## config.mk

```make
export PLATFORM = sky130hd
export DESIGN_NAME = csw_area_ctrl
export DESIGN_NICKNAME = d
export VERILOG_FILES = /design/src/rtl/csw_pkg.sv /design/src/rtl/csw_cfg_regs.sv /design/src/rtl/csw_win_match.sv /design/src/rtl/csw_access_seq.sv /design/src/rtl/csw_area_ctrl.sv
export SDC_FILE = /design/constraint.sdc
export NUM_CORES = 1
export LEC_CHECK = 0
export ABC_AREA = 0
export ABC_CLOCK_PERIOD_IN_PS = 3700
export BUFFER_PORTS_ARGS = -buffer_cell sky130_fd_sc_hd__buf_2
export CAP_MARGIN = 20
export CELL_PAD_IN_SITES_DETAIL_PLACEMENT = 0
export CELL_PAD_IN_SITES_GLOBAL_PLACEMENT = 2
export CORE_MARGIN = 5
export CORE_UTILIZATION = 30
export DETAILED_ROUTE_END_ITERATION = 8
export MAX_ROUTING_LAYER = met4
export PLACE_DENSITY = 0.83
export SYNTH_ARGS = -nofsm -noshare
export SYNTH_HDL_FRONTEND = slang
export SYNTH_SLANG_ARGS = --single-unit
```

## constraint.sdc

```tcl
create_clock -name clk -period 3.7 [get_ports clk]
set_input_delay 0.74 -clock clk [delete_from_list [all_inputs] [get_ports clk]]
set_output_delay 0.74 -clock clk [all_outputs]
set_load 0.02 [all_outputs]
```

## src/rtl/csw_pkg.sv

```systemverilog
package csw_pkg;

    localparam int CODE_W = 3;
    localparam int BYTE_W = 8;
    localparam int CNT_W  = 3;
    localparam int SEL_W  = 2;

    localparam logic [CODE_W-1:0] RST_WR_CODE = 3'b001;
    localparam logic [CODE_W-1:0] RST_RD_CODE = 3'b101;
    localparam logic [CODE_W-1:0] PIN_CODE    = 3'b011;

    typedef enum logic [SEL_W-1:0] {
        SEL_TIMING = 2'd0,
        SEL_MODE   = 2'd1,
        SEL_BASE   = 2'd2,
        SEL_MASK   = 2'd3
    } cfg_sel_e;

    typedef enum logic {
        PACE_FIXED = 1'b0,
        PACE_PIN   = 1'b1
    } pace_e;

    typedef struct packed {
        pace_e            pace;
        logic [CNT_W-1:0] states;
    } timing_t;

    // Turns a 3-bit wait code into a pacing mode and a fixed state count.
    function automatic timing_t decode_code(input logic [CODE_W-1:0] code);
        timing_t t;
        t.pace   = PACE_FIXED;
        t.states = CNT_W'(2);
        unique case (code)
            3'b001:   t.states = CNT_W'(2);
            3'b010:   t.states = CNT_W'(3);
            3'b101:   t.states = CNT_W'(4);
            3'b110:   t.states = CNT_W'(5);
            3'b111:   t.states = CNT_W'(6);
            PIN_CODE: t.pace   = PACE_PIN;
            default:  t.states = CNT_W'(2);
        endcase
        return t;
    endfunction

endpackage

```

## src/rtl/csw_cfg_regs.sv

```systemverilog
module csw_cfg_regs
    import csw_pkg::*;
#(
    parameter bit SPECIAL_AREA = 1'b1,
    parameter int MATCH_W      = 8
) (
    input  logic                 clk,
    input  logic                 rst,
    input  logic                 wr_en,
    input  logic [SEL_W-1:0]     wr_sel,
    input  logic [BYTE_W-1:0]    wr_data,
    output logic [CODE_W-1:0]    wr_code,
    output logic [CODE_W-1:0]    rd_code,
    output logic                 area_en,
    output logic                 prog_win,
    output logic [MATCH_W-1:0]   win_base,
    output logic [MATCH_W-1:0]   win_mask
);

    localparam logic RST_EN = SPECIAL_AREA;

    cfg_sel_e sel;
    assign sel = cfg_sel_e'(wr_sel);

    always_ff @(posedge clk) begin
        if (rst) begin
            wr_code  <= RST_WR_CODE;
            rd_code  <= RST_RD_CODE;
            area_en  <= RST_EN;
            prog_win <= 1'b0;
            win_base <= '0;
            win_mask <= '0;
        end else if (wr_en) begin
            unique case (sel)
                SEL_TIMING: begin
                    wr_code <= wr_data[6:4];
                    rd_code <= wr_data[2:0];
                end
                SEL_MODE: begin
                    area_en  <= wr_data[0];
                    prog_win <= wr_data[1];
                end
                SEL_BASE: win_base <= wr_data[MATCH_W-1:0];
                SEL_MASK: win_mask <= wr_data[MATCH_W-1:0];
                default: ;
            endcase
        end
    end

endmodule

```

## src/rtl/csw_win_match.sv

```systemverilog
module csw_win_match
    import csw_pkg::*;
#(
    parameter bit SPECIAL_AREA = 1'b1,
    parameter int MATCH_W      = 8
) (
    input  logic [MATCH_W-1:0] addr_hi,
    input  logic               prog_win,
    input  logic [MATCH_W-1:0] win_base,
    input  logic [MATCH_W-1:0] win_mask,
    output logic               hit
);

    logic prog_hit;
    assign prog_hit = ((addr_hi ^ win_base) & win_mask) == '0;

    generate
        if (SPECIAL_AREA) begin : g_special
            assign hit = prog_win ? prog_hit : 1'b1;
        end else begin : g_plain
            logic unused_mode;
            assign unused_mode = prog_win;
            assign hit = prog_hit;
        end
    endgenerate

endmodule

```

## src/rtl/csw_access_seq.sv

```systemverilog
module csw_access_seq
    import csw_pkg::*;
(
    input  logic              clk,
    input  logic              rst,
    input  logic              start,
    input  logic              is_write,
    input  logic [CODE_W-1:0] wr_code,
    input  logic [CODE_W-1:0] rd_code,
    input  logic              wait_in,
    output logic              cs,
    output logic              rdy,
    output logic              busy
);

    localparam logic [CNT_W-1:0] CNT_MAX   = '1;
    localparam logic [CNT_W-1:0] PIN_FIRST = CNT_W'(2);

    timing_t          tim_q;
    timing_t          tim_new;
    logic             active_q;
    logic [CNT_W-1:0] cnt_q;
    logic             last;

    assign tim_new = decode_code(is_write ? wr_code : rd_code);

    always_comb begin
        if (tim_q.pace == PACE_FIXED) begin
            last = (cnt_q == tim_q.states);
        end else begin
            last = (cnt_q >= PIN_FIRST) && !wait_in;
        end
    end

    assign cs   = active_q;
    assign busy = active_q;
    assign rdy  = active_q && last;

    always_ff @(posedge clk) begin
        if (rst) begin
            active_q     <= 1'b0;
            cnt_q        <= '0;
            tim_q.pace   <= PACE_FIXED;
            tim_q.states <= CNT_W'(2);
        end else if (!active_q) begin
            if (start) begin
                active_q <= 1'b1;
                cnt_q    <= CNT_W'(1);
                tim_q    <= tim_new;
            end
        end else if (last) begin
            active_q <= 1'b0;
            cnt_q    <= '0;
        end else if (cnt_q != CNT_MAX) begin
            cnt_q <= cnt_q + CNT_W'(1);
        end
    end

endmodule

```

## src/rtl/csw_area_ctrl.sv

```systemverilog
module csw_area_ctrl
    import csw_pkg::*;
#(
    parameter bit SPECIAL_AREA = 1'b1,
    parameter int ADDR_W       = 24,
    parameter int MATCH_W      = 8
) (
    input  logic              clk,
    input  logic              rst,
    input  logic              cfg_wr,
    input  logic [1:0]        cfg_sel,
    input  logic [7:0]        cfg_data,
    input  logic              req,
    input  logic              req_write,
    input  logic [ADDR_W-1:0] req_addr,
    input  logic              wait_in,
    output logic              cs,
    output logic              rdy
);

    localparam int LOW_W = ADDR_W - MATCH_W;

    logic [CODE_W-1:0]  wr_code;
    logic [CODE_W-1:0]  rd_code;
    logic               area_en;
    logic               prog_win;
    logic [MATCH_W-1:0] win_base;
    logic [MATCH_W-1:0] win_mask;
    logic               addr_hit;
    logic               seq_busy;
    logic               start;
    logic               unused_low;

    assign unused_low = ^req_addr[LOW_W-1:0];

    csw_cfg_regs #(
        .SPECIAL_AREA (SPECIAL_AREA),
        .MATCH_W      (MATCH_W)
    ) regs_i (
        .clk      (clk),
        .rst      (rst),
        .wr_en    (cfg_wr),
        .wr_sel   (cfg_sel),
        .wr_data  (cfg_data),
        .wr_code  (wr_code),
        .rd_code  (rd_code),
        .area_en  (area_en),
        .prog_win (prog_win),
        .win_base (win_base),
        .win_mask (win_mask)
    );

    csw_win_match #(
        .SPECIAL_AREA (SPECIAL_AREA),
        .MATCH_W      (MATCH_W)
    ) match_i (
        .addr_hi  (req_addr[ADDR_W-1 -: MATCH_W]),
        .prog_win (prog_win),
        .win_base (win_base),
        .win_mask (win_mask),
        .hit      (addr_hit)
    );

    assign start = req && !seq_busy && area_en && addr_hit;

    csw_access_seq seq_i (
        .clk      (clk),
        .rst      (rst),
        .start    (start),
        .is_write (req_write),
        .wr_code  (wr_code),
        .rd_code  (rd_code),
        .wait_in  (wait_in),
        .cs       (cs),
        .rdy      (rdy),
        .busy     (seq_busy)
    );

endmodule

```

==> results of run 1 <==
[power breakdown]
part / switching [mW] / internal, mW
combinational: 0.0543 / 0.0498
clock: 0.132 / 0.199
sequential: 0.0114 / 0.359
[cell usage in the layout, fill, tap and decap left out, types with 4 or more instances in the layout]
master and n:
nor2_1 23, xor2_1 11, dfxtp_1 32, a211o_1 5
nor2b_1 7, a22oi_1 4, clkbuf_8 5, buf_2 25
mux2i_1 26
[sequential cells by signal, indices dropped and copies added (netlist names)]
name	flops
regs_i.area_en	1
regs_i.prog_win	1
regs_i.rd_code	3
regs_i.win_base	8
regs_i.win_mask	8
regs_i.wr_code	3
seq_i.busy	1
seq_i.cnt_q	3
seq_i.tim_q	4
[area by class of cell]
class | count | area [um^2] | area share
Multi-Input combinational cell | 111 | 877 | 0.473
Sequential cell | 32 | 641 | 0.346
Timing Repair Buffer | 25 | 125 | 0.0675
Tap cell | 70 | 87.6 | 0.0473
Clock buffer | 5 | 68.8 | 0.0371
Clock inverter | 3 | 42.5 | 0.0230
Inverter | 3 | 11.3 | 0.00608
[cells by family (layout without fill, tap and decap cells)]
group / after synthesis / after routing / synth area share
AO/OA/AOI/OAI: 22 / 22 / 0.128
flip-flops: 32 / 32 / 0.414
buffers and inverters: 8 / 36 / 0.0194
adder cells (fa/ha/maj): 3 / 3 / 0.0243
XOR/XNOR: 12 / 12 / 0.0679
AND/OR/NAND/NOR: 46 / 46 / 0.162
multiplexers: 28 / 28 / 0.185
[critical path, cell delays in order (launching register included)]
cell	delay [ns]
dfxtp_1	0.36
xor2_1	0.16
or4_4	0.54
a21boi_4	0.24
buf_2	0.20
[worst max-delay path by stage]
stage	from	end	cells after the start
after global routing	seq_i.cnt_q[1]	rdy	4
after detailed placement	req_addr[22]	seq_i.tim_q[3]	6
after floorplan	seq_i.cnt_q[1]	rdy	3
after global placement	req_addr[22]	seq_i.tim_q[3]	6
final	seq_i.cnt_q[1]	rdy	4
after CTS	seq_i.cnt_q[1]	rdy	4
[metrics by stage]
stage / area (um^2) / std cells / setup slack, ns
after detailed placement: 1740 / 241 / 1.44
final: 1850 / 249 / 1.18
after global placement: 1740 / 241 / 1.42
after global routing: 1850 / 249 / 1.11
after floorplan: 1550 / 151 / 1.67
after CTS: 1850 / 249 / 1.16
[routing by layer]
metal | up-vias | wire length, um | share of wire | global-route usage
met5 | - | 0 | 0 | -
met4 | 0 | 41 | 0.013 | 0.0349
met3 | 5 | 160 | 0.049 | 0.0461
met2 | 23 | 1350 | 0.42 | 0.165
met1 | 511 | 1680 | 0.52 | 0.145
li1 | 587 | - | - | -
==> results.yml, run 1 <==
setup_path:
  r2r-start: "seq_i.cnt_q[0]"
  r2r_slack_ns: 1.73
  crit_fanout: 5
  critical_path_arrival_ns: 1.78
  r2r-end: "seq_i.cnt_q[1]"
  cp_data_required_time_ns: 2.96
  worstSetupPathType: "reg -> out"
  startpoint_type: "flip-flop"
  cp-end-kind: "output port"
  ff2ff_path_depth: 6
synthesis:
  ys_warn_count: 0
  yosys-top-cells-count: "dfxtp_1 (32), mux2i_1 (26), nor2_1 (23)"
  synth_cell_type_count: 33
  async_reset_ff_frac: 0
  ys_ff_latch: 32
  postSynthAreaPerCell_um2: 10.2
  synth_cells: 151
  synth_largest_area_cell: "dfxtp_1"
  synth.area.top_cells: "dfxtp_1 (41%), mux2i_1 (17%), xor2_1 (6.2%), nor2_1 (5.6%), a211o_1 (2.8%)"
  ys_seq_area_frac: 0.414
  yosysMostFrequentCell: "dfxtp_1"
  netlist_area_um2: 1550
  synth-edff-count: 0
  synth_top_area_frac: 0.414
  synth.net_count: 194
  yosys_most_used_dff: "dfxtp_1"
clocking:
  cts_tree: "done"
  clk_path_buf_depth: 2
  clkTransAtPathRegs_ns: 0.07
  cts_setup_buffers: 0
  clockRootBuffer: "clkbuf_8"
  clock_sinks: 32
  hold_buffers: 0
  cts_max_level: 2
  clock_latency_ns: 0.28
  ctsResizeCount: 0
  cts_buffers: 5
global_routing:
  antenna_found_initial: 0
  grt_pass1_vias: 1149
  grt_util_all_layers: 0.114
  grt_pass1_wl_um: 5530
  overflow: 0
  grt_max_degree: 39
die:
  die_h_um: 81.8
  row_count: 26
  start_util: 0.305
  die_area_um2: 6700
  die_w_um: 81.8
  coreArea_um2: 5070
  io_pins: 42
detailed_routing:
  first_pass_iters: 5
  wl_per_cell_um: 13.0
  drtIter0Drc: 57
  vias: 1126
  vias_per_cell: 4.52
  ant_nets: 0
  route.detailed.drc: 0
  wirelength_um: 3240
sta:
  rsz0062_at_grt: "false"
  finalHoldViolCount: 0
  worst_pin_slew_ns: 0.694
  timing.final.crit_share: 0.682
  fin_tns_setup_ns: 0
  final_max_slew_viol_count: 0
  min_period_ns: 2.52
  slew_headroom: 0.535
  hold_ws_ns: 0.500
  finalSetupViolCount: 0
  max_freq_ghz: 0.396
  skew_ns: 0.00548
worst_hold_path:
  hp-start: "regs_i.win_mask[0]"
  whs_endpoint: "regs_i.win_mask[0]"
  hold_path_depth: 2
  min_path_type: "reg -> reg"
finish:
  finalCoreUtilization: 0.365
  layout.nets: 221
  fill_cells: 559
  layout-drive-gt1-share: 0.240
  syn_to_final_growth_pct: 19.7
  antennaDiodeCount: 0
placement:
  gp_congestion: 0.732
  dpl.hpwl_um: 2330
  portBuffers: 25
run_status:
  status: "finished clean"
pwr:
  power_density_nw_per_um2: 435
  irDropWorstVdd_mv: 0.238
  p_leak_nw: 0.869
  totalPowerFinal_mw: 0.806
flow_run:
  max_cap_violations: 0
Note: power is estimated with default switching activity, not from simulation.
==> run 2: changes to the inputs <==
- ABC_AREA: 0 -> 1
- ABC_CLOCK_PERIOD_IN_PS: 3700 -> 2400
- CORE_UTILIZATION: 30 -> 27
- PLACE_DENSITY: 0.83 -> 0.86
- clock period: 3.7 -> 2.4 ns (I/O delays scaled with it)
==> run 2 against run 1 <==
  * Synthesized area barely moved
  * Final area decreased by 0.68%
  * Sequential share of layout area up 0.23 points
  * Via count up 24%
  * Combinational power increased by 87%
  * Clock skew grew 0.0047 ns
  * Clock-buffer cell count is 1 higher
  * Largest cell class unchanged
  * Die area grew 9.6%
  * Critical path depth rose by 2
  * Utilization is 3.3 points lower
  * Critical path type unchanged
  * Highest routed layer unchanged
  * Clock power grew 51%
  * Global-route usage is 1.5 points lower
==> results.yml, run 2 <==
synthesis:
  netlist_area_um2: 1550
  synth.area.top_cells: "dfxtp_1 (41%), nand2_1 (12%), inv_1 (9.5%), a21oi_1 (8.7%), o21ai_0 (6.8%)"
  synth.net_count: 274
  yosys_most_used_dff: "dfxtp_1"
  yosysMostFrequentCell: "nand2_1"
  synth_cell_type_count: 20
  yosys-top-cells-count: "nand2_1 (48), inv_1 (39), dfxtp_1 (32)"
  synth-edff-count: 0
  postSynthAreaPerCell_um2: 6.69
  synth_cells: 231
  ys_ff_latch: 32
  async_reset_ff_frac: 0
  ys_seq_area_frac: 0.414
  synth_largest_area_cell: "dfxtp_1"
  ys_warn_count: 0
  synth_top_area_frac: 0.414
sta:
  slew_headroom: 0.648
  rsz0062_at_grt: "false"
  worst_pin_slew_ns: 0.527
  finalSetupViolCount: 0
  timing.final.crit_share: 0.819
  skew_ns: 0.0102
  fin_tns_setup_ns: 0
  min_period_ns: 1.97
  finalHoldViolCount: 0
  hold_ws_ns: 0.416
  final_max_slew_viol_count: 0
  max_freq_ghz: 0.508
clocking:
  cts_setup_buffers: 0
  clock_latency_ns: 0.28
  hold_buffers: 0
  ctsResizeCount: 0
  clkTransAtPathRegs_ns: 0.06
  cts_max_level: 2
  clockRootBuffer: "clkbuf_8"
  cts_tree: "done"
  clk_path_buf_depth: 2
  clock_sinks: 32
  cts_buffers: 5
pwr:
  irDropWorstVdd_mv: 0.201
  power_density_nw_per_um2: 699
  p_leak_nw: 0.873
finish:
  layout-drive-gt1-share: 0.143
  antennaDiodeCount: 0
  syn_to_final_growth_pct: 19.0
  layout.nets: 301
  reg_top3: "regs_i.win_base (8), regs_i.win_mask (8), seq_i.tim_q (4)"
  mostFrequentLayoutCell: "nand2_1"
  stdcell_area_um2: 1840
  layout_common_cells: "nand2_1 (48), inv_1 (39), dfxtp_1 (32)"
  fin_cells: 331
setup_path:
  worstSetupPathType: "reg -> out"
  critical_path_arrival_ns: 1.49
  cp-end-kind: "output port"
  startpoint_type: "flip-flop"
  crit_fanout: 5
  ff2ff_path_depth: 10
  cp_data_required_time_ns: 1.92
flow_run:
  max_cap_violations: 0
global_routing:
  grt_pass1_vias: 1250
  grt_pass1_wl_um: 5590
  grt_util_all_layers: 0.0987
  overflow: 0
  grt_max_degree: 17
  antenna_found_initial: 0
detailed_routing:
  first_pass_iters: 4
  vias_per_cell: 4.21
  wl_per_cell_um: 10.1
  wirelength_um: 3350
  route.detailed.drc: 0
  drtIter0Drc: 58
  vias: 1392
  ant_nets: 0
die:
  coreArea_um2: 5540
  io_pins: 42
  die_area_um2: 7340
  die_w_um: 85.7
  die_h_um: 85.7
  start_util: 0.279
  row_count: 27
placement:
  place_inst: 323
  gp_congestion: 0.771
  portBuffers: 25
  postPlaceCellArea_um2: 1730
  dpl.hpwl_um: 2570
worst_hold_path:
  min_path_type: "in -> reg"
  hold_path_depth: 2
run_status:
  status: "finished clean"
[run 2: changes by cell type in the layout (fill, tap and decap cells not counted), sizes merged, moves of 3 or more]
| cell | before | now |
|---|---|---|
| a22oi | 4 | 0 |
| nand2 | 1 | 50 |
| a21oi | 2 | 27 |
| nand3 | 2 | 18 |
| nand3b | 3 | 0 |
| nor2b | 7 | 0 |
| xor2 | 11 | 3 |
| o21ai | 5 | 23 |
| a211o | 5 | 0 |
| mux2i | 26 | 0 |
| inv | 3 | 40 |
[run 2: kinds of logic after synthesis]
kind of cell	after synthesis	share of synthesized area
buf+inv	46	0.121
xor+xnor	3	0.0170
simple gates	96	0.257
flops	32	0.414
compound gates	51	0.167
fa+ha+maj	3	0.0243
[run 2: path summary, 6_finish.rpt]
check	start	endpoint	slack (ns)
worst max-delay path	seq_i.cnt_q[1]	rdy	0.43
worst min-delay path	rst	seq_i.busy	0.42
worst min register to register	regs_i.win_mask[2]	regs_i.win_mask[2]	0.45
worst max register to register	seq_i.cnt_q[0]	seq_i.cnt_q[2]	0.91
[run 2: worst max-delay path: stages, from the launching register on]
cell	delay, ns
dfxtp_1	0.43
ha_1	0.18
nor2_1	0.04
a21oi_1	0.12
nand2_1	0.11
a21oi_1	0.15
buf_2	0.18
[run 2: per-layer routing]
layer  up-vias  GRT usage  part of all wire
met5         -          -                 0
met4         0     0.0475             0.018
met3         5     0.0211             0.029
met2        15      0.156              0.47
met1       591      0.119              0.49
li1        781          -                 -
[run 2: layout make-up]
type | count | area (um^2)
Fill cell | 633 | 3700
Multi-Input combinational cell | 153 | 719
Sequential cell | 32 | 641
Inverter | 40 | 150
Timing Repair Buffer | 26 | 133
Tap cell | 72 | 90.1
Clock buffer | 6 | 72.6
Clock inverter | 2 | 35.0
[run 2: report_power, final]
part	switching, mW	internal, mW	total [mW]
clock	0.192	0.308	0.500
sequential	0.0245	0.568	0.593
combinational	0.118	0.0762	0.194
total	0.335	0.952	1.29
[run 2: per-stage QoR]
stage,setup slack (ns),power [mW],util
2_1_floorplan,0.765,0.744,-
3_3_place_gp,0.740,0.800,0.313
3_5_place_dp,0.730,0.802,0.313
4_1_cts,0.429,1.31,0.332
5_1_grt,0.269,1.37,0.332
6_report,0.433,1.29,0.332
==> run 3: changes to the inputs <==
- ABC_CLOCK_PERIOD_IN_PS: 2400 -> 1700
- CORE_UTILIZATION: 27 -> 24
- PLACE_DENSITY: 0.86 -> 0.81
- clock period: 2.4 -> 1.7 ns (I/O delays scaled with it)
==> run 3 against run 2 <==
  * Clock skew fell by 0.0058 ns
  * Total power rose by 37%
  * Sequential power rose by 42%
  * Largest cell class unchanged
  * Combinational power rose by 52%
  * Global-route usage fell by 0.73 points
  * Routed wire length rose by 4.1%
  * Worst setup slack got worse by 0.42 ns
  * Register-to-register slack got worse by 0.77 ns
  * Sequential share of layout area fell by 0.83 points
==> results.yml, run 3 (synthesized netlist as in run 2, its figures left out) <==
detailed_routing:
  vias_per_cell: 4.06
  wl_per_cell_um: 10.3
  route.detailed.drc: 0
  drtIter0Drc: 57
  vias: 1375
  first_pass_iters: 4
  ant_nets: 0
  wirelength_um: 3480
placement:
  gp_congestion: 0.800
  portBuffers: 25
  preCtsSetupSlack_ns: 0.157
  dpl.hpwl_um: 2640
  postPlaceCellArea_um2: 1770
sta:
  hold_ws_ns: 0.283
  max_freq_ghz: 0.593
  final_max_slew_viol_count: 0
  timing.final.ws_setup_ns: 0.0148
  skew_ns: 0.00446
  worst_pin_slew_ns: 0.448
  rsz0062_at_grt: "true"
  min_period_ns: 1.69
  timing.final.crit_share: 0.991
  finalSetupViolCount: 0
  slew_headroom: 0.699
  finalHoldViolCount: 0
clocking:
  cts_buffers: 5
  clk_path_buf_depth: 2
  clock_sinks: 32
  cts_max_level: 2
  hold_buffers: 0
  clkTransAtPathRegs_ns: 0.07
  cts_tree: "done"
  clock_latency_ns: 0.28
  clockRootBuffer: "clkbuf_8"
finish:
  layout_common_cells: "nand2_1 (47), inv_1 (38), dfxtp_1 (30)"
  fill_cells: 727
  multi_input_area_um2: 726
  layout-drive-gt1-share: 0.176
  antennaDiodeCount: 0
  syn_to_final_growth_pct: 22.4
  layout.nets: 305
  seqCellArea_um2: 643
  stdcell_area_um2: 1890
  mostFrequentLayoutCell: "nand2_1"
  reg_top3: "regs_i.win_base (8), regs_i.win_mask (8), seq_i.tim_q (4)"
setup_path:
  cpMaxStageDelayCell: "dfxtp_2"
  crit_fanout: 3
  crit_chain: "inv_2 > ha_1 > nor2_1 > a21oi_1 > nand2_1 > a21oi_2 > buf_6"
  startpoint_type: "flip-flop"
  critical_path_arrival_ns: 1.35
  slowest_delay_ns: 0.34
  cp_data_required_time_ns: 1.36
  r2r_slack_ns: 0.14
  cpLargestDelayFamily: "flip-flops"
  crit_buf_inv: 2
  worstSetupPathType: "reg -> out"
  cp-end-kind: "output port"
global_routing:
  grt_pass1_vias: 1333
  grt_max_degree: 25
  overflow: 0
  grt_pass1_wl_um: 5930
  antenna_found_initial: 0
  grt_util_all_layers: 0.0914
worst_hold_path:
  min_path_type: "in -> reg"
pwr:
  power_density_nw_per_um2: 931
  irDropWorstVdd_mv: 0.256
  totalPowerFinal_mw: 1.76
  p_leak_nw: 0.893
die:
  start_util: 0.245
  io_pins: 42
  die_h_um: 90.3
  coreArea_um2: 6310
  die_area_um2: 8150
  die_w_um: 90.3
  row_count: 29
run_status:
  status: "finished clean"
flow_run:
  max_cap_violations: 0
[run 3: cell count changes in the layout (fill, tap and decap cells not counted), moves of 2 or more]
cell	delta
buf_4	+3
clkbuf_8	+2
dfxtp_1	-2
dfxtp_2	+2
[run 3: layout make-up]
| type | instances | area share |
|---|---|---|
| Multi-Input combinational cell | 153 | 0.383 |
| Sequential cell | 32 | 0.340 |
| Timing Repair Buffer | 30 | 0.0958 |
| Inverter | 40 | 0.0793 |
| Clock buffer | 7 | 0.0509 |
| Tap cell | 77 | 0.0509 |
[run 3: report_power, final]
part | switching, mW | total [mW] | internal [mW]
registers | 0.0356 | 0.840 | 0.804
clock network | 0.268 | 0.628 | 0.360
logic | 0.173 | 0.295 | 0.121
total | 0.477 | 1.76 | 1.29
[run 3: worst reg2reg max path, stage by stage (launching register included)]
cell and delay [ns]:
dfxtp_2 0.36, inv_2 0.05, ha_1 0.18, nor2_1 0.09, a21oi_1 0.07, nand2_1 0.10
buf_4 0.13, nand3_1 0.08, nand2_1 0.18, nand3_1 0.11, nand2_1 0.07, nor2_1 0.04
[run 3: worst paths after layout]
check / from / end / cells past startpoint
setup reg to reg: seq_i.cnt_q[0] / seq_i.cnt_q[0] / 11
setup / recovery: seq_i.cnt_q[0] / rdy / 7
hold / removal: rst / regs_i.prog_win / 2
hold reg to reg: regs_i.win_mask[6] / regs_i.win_mask[6] / 2
[run 3: per-layer routing]
layer / wire [um] / GRT usage / up-vias
met5: 0 / - / -
met4: 68 / 0.0409 / 0
met3: 105 / 0.0292 / 4
met2: 1660 / 0.149 / 16
met1: 1650 / 0.102 / 568
li1: - / - / 787
[run 3: repair_timing]
| item | CTS | global route |
|---|---|---|
| endpoints found under the setup margin | 1 | 1 |
| setup buffers | 1 | 1 |
| resized for setup | 4 | 3 |
| pin swaps | 1 | 1 |
[run 3: through the flow]
step | cells | setup TNS (ns) | utilization
2_1_floorplan | 231 | 0 | -
3_5_place_dp | 330 | 0 | 0.280
4_1_cts | 338 | 0 | 0.297
3_3_place_gp | 330 | 0 | 0.280
6_report | 339 | 0 | 0.300
5_1_grt | 339 | -0.0394 | 0.300
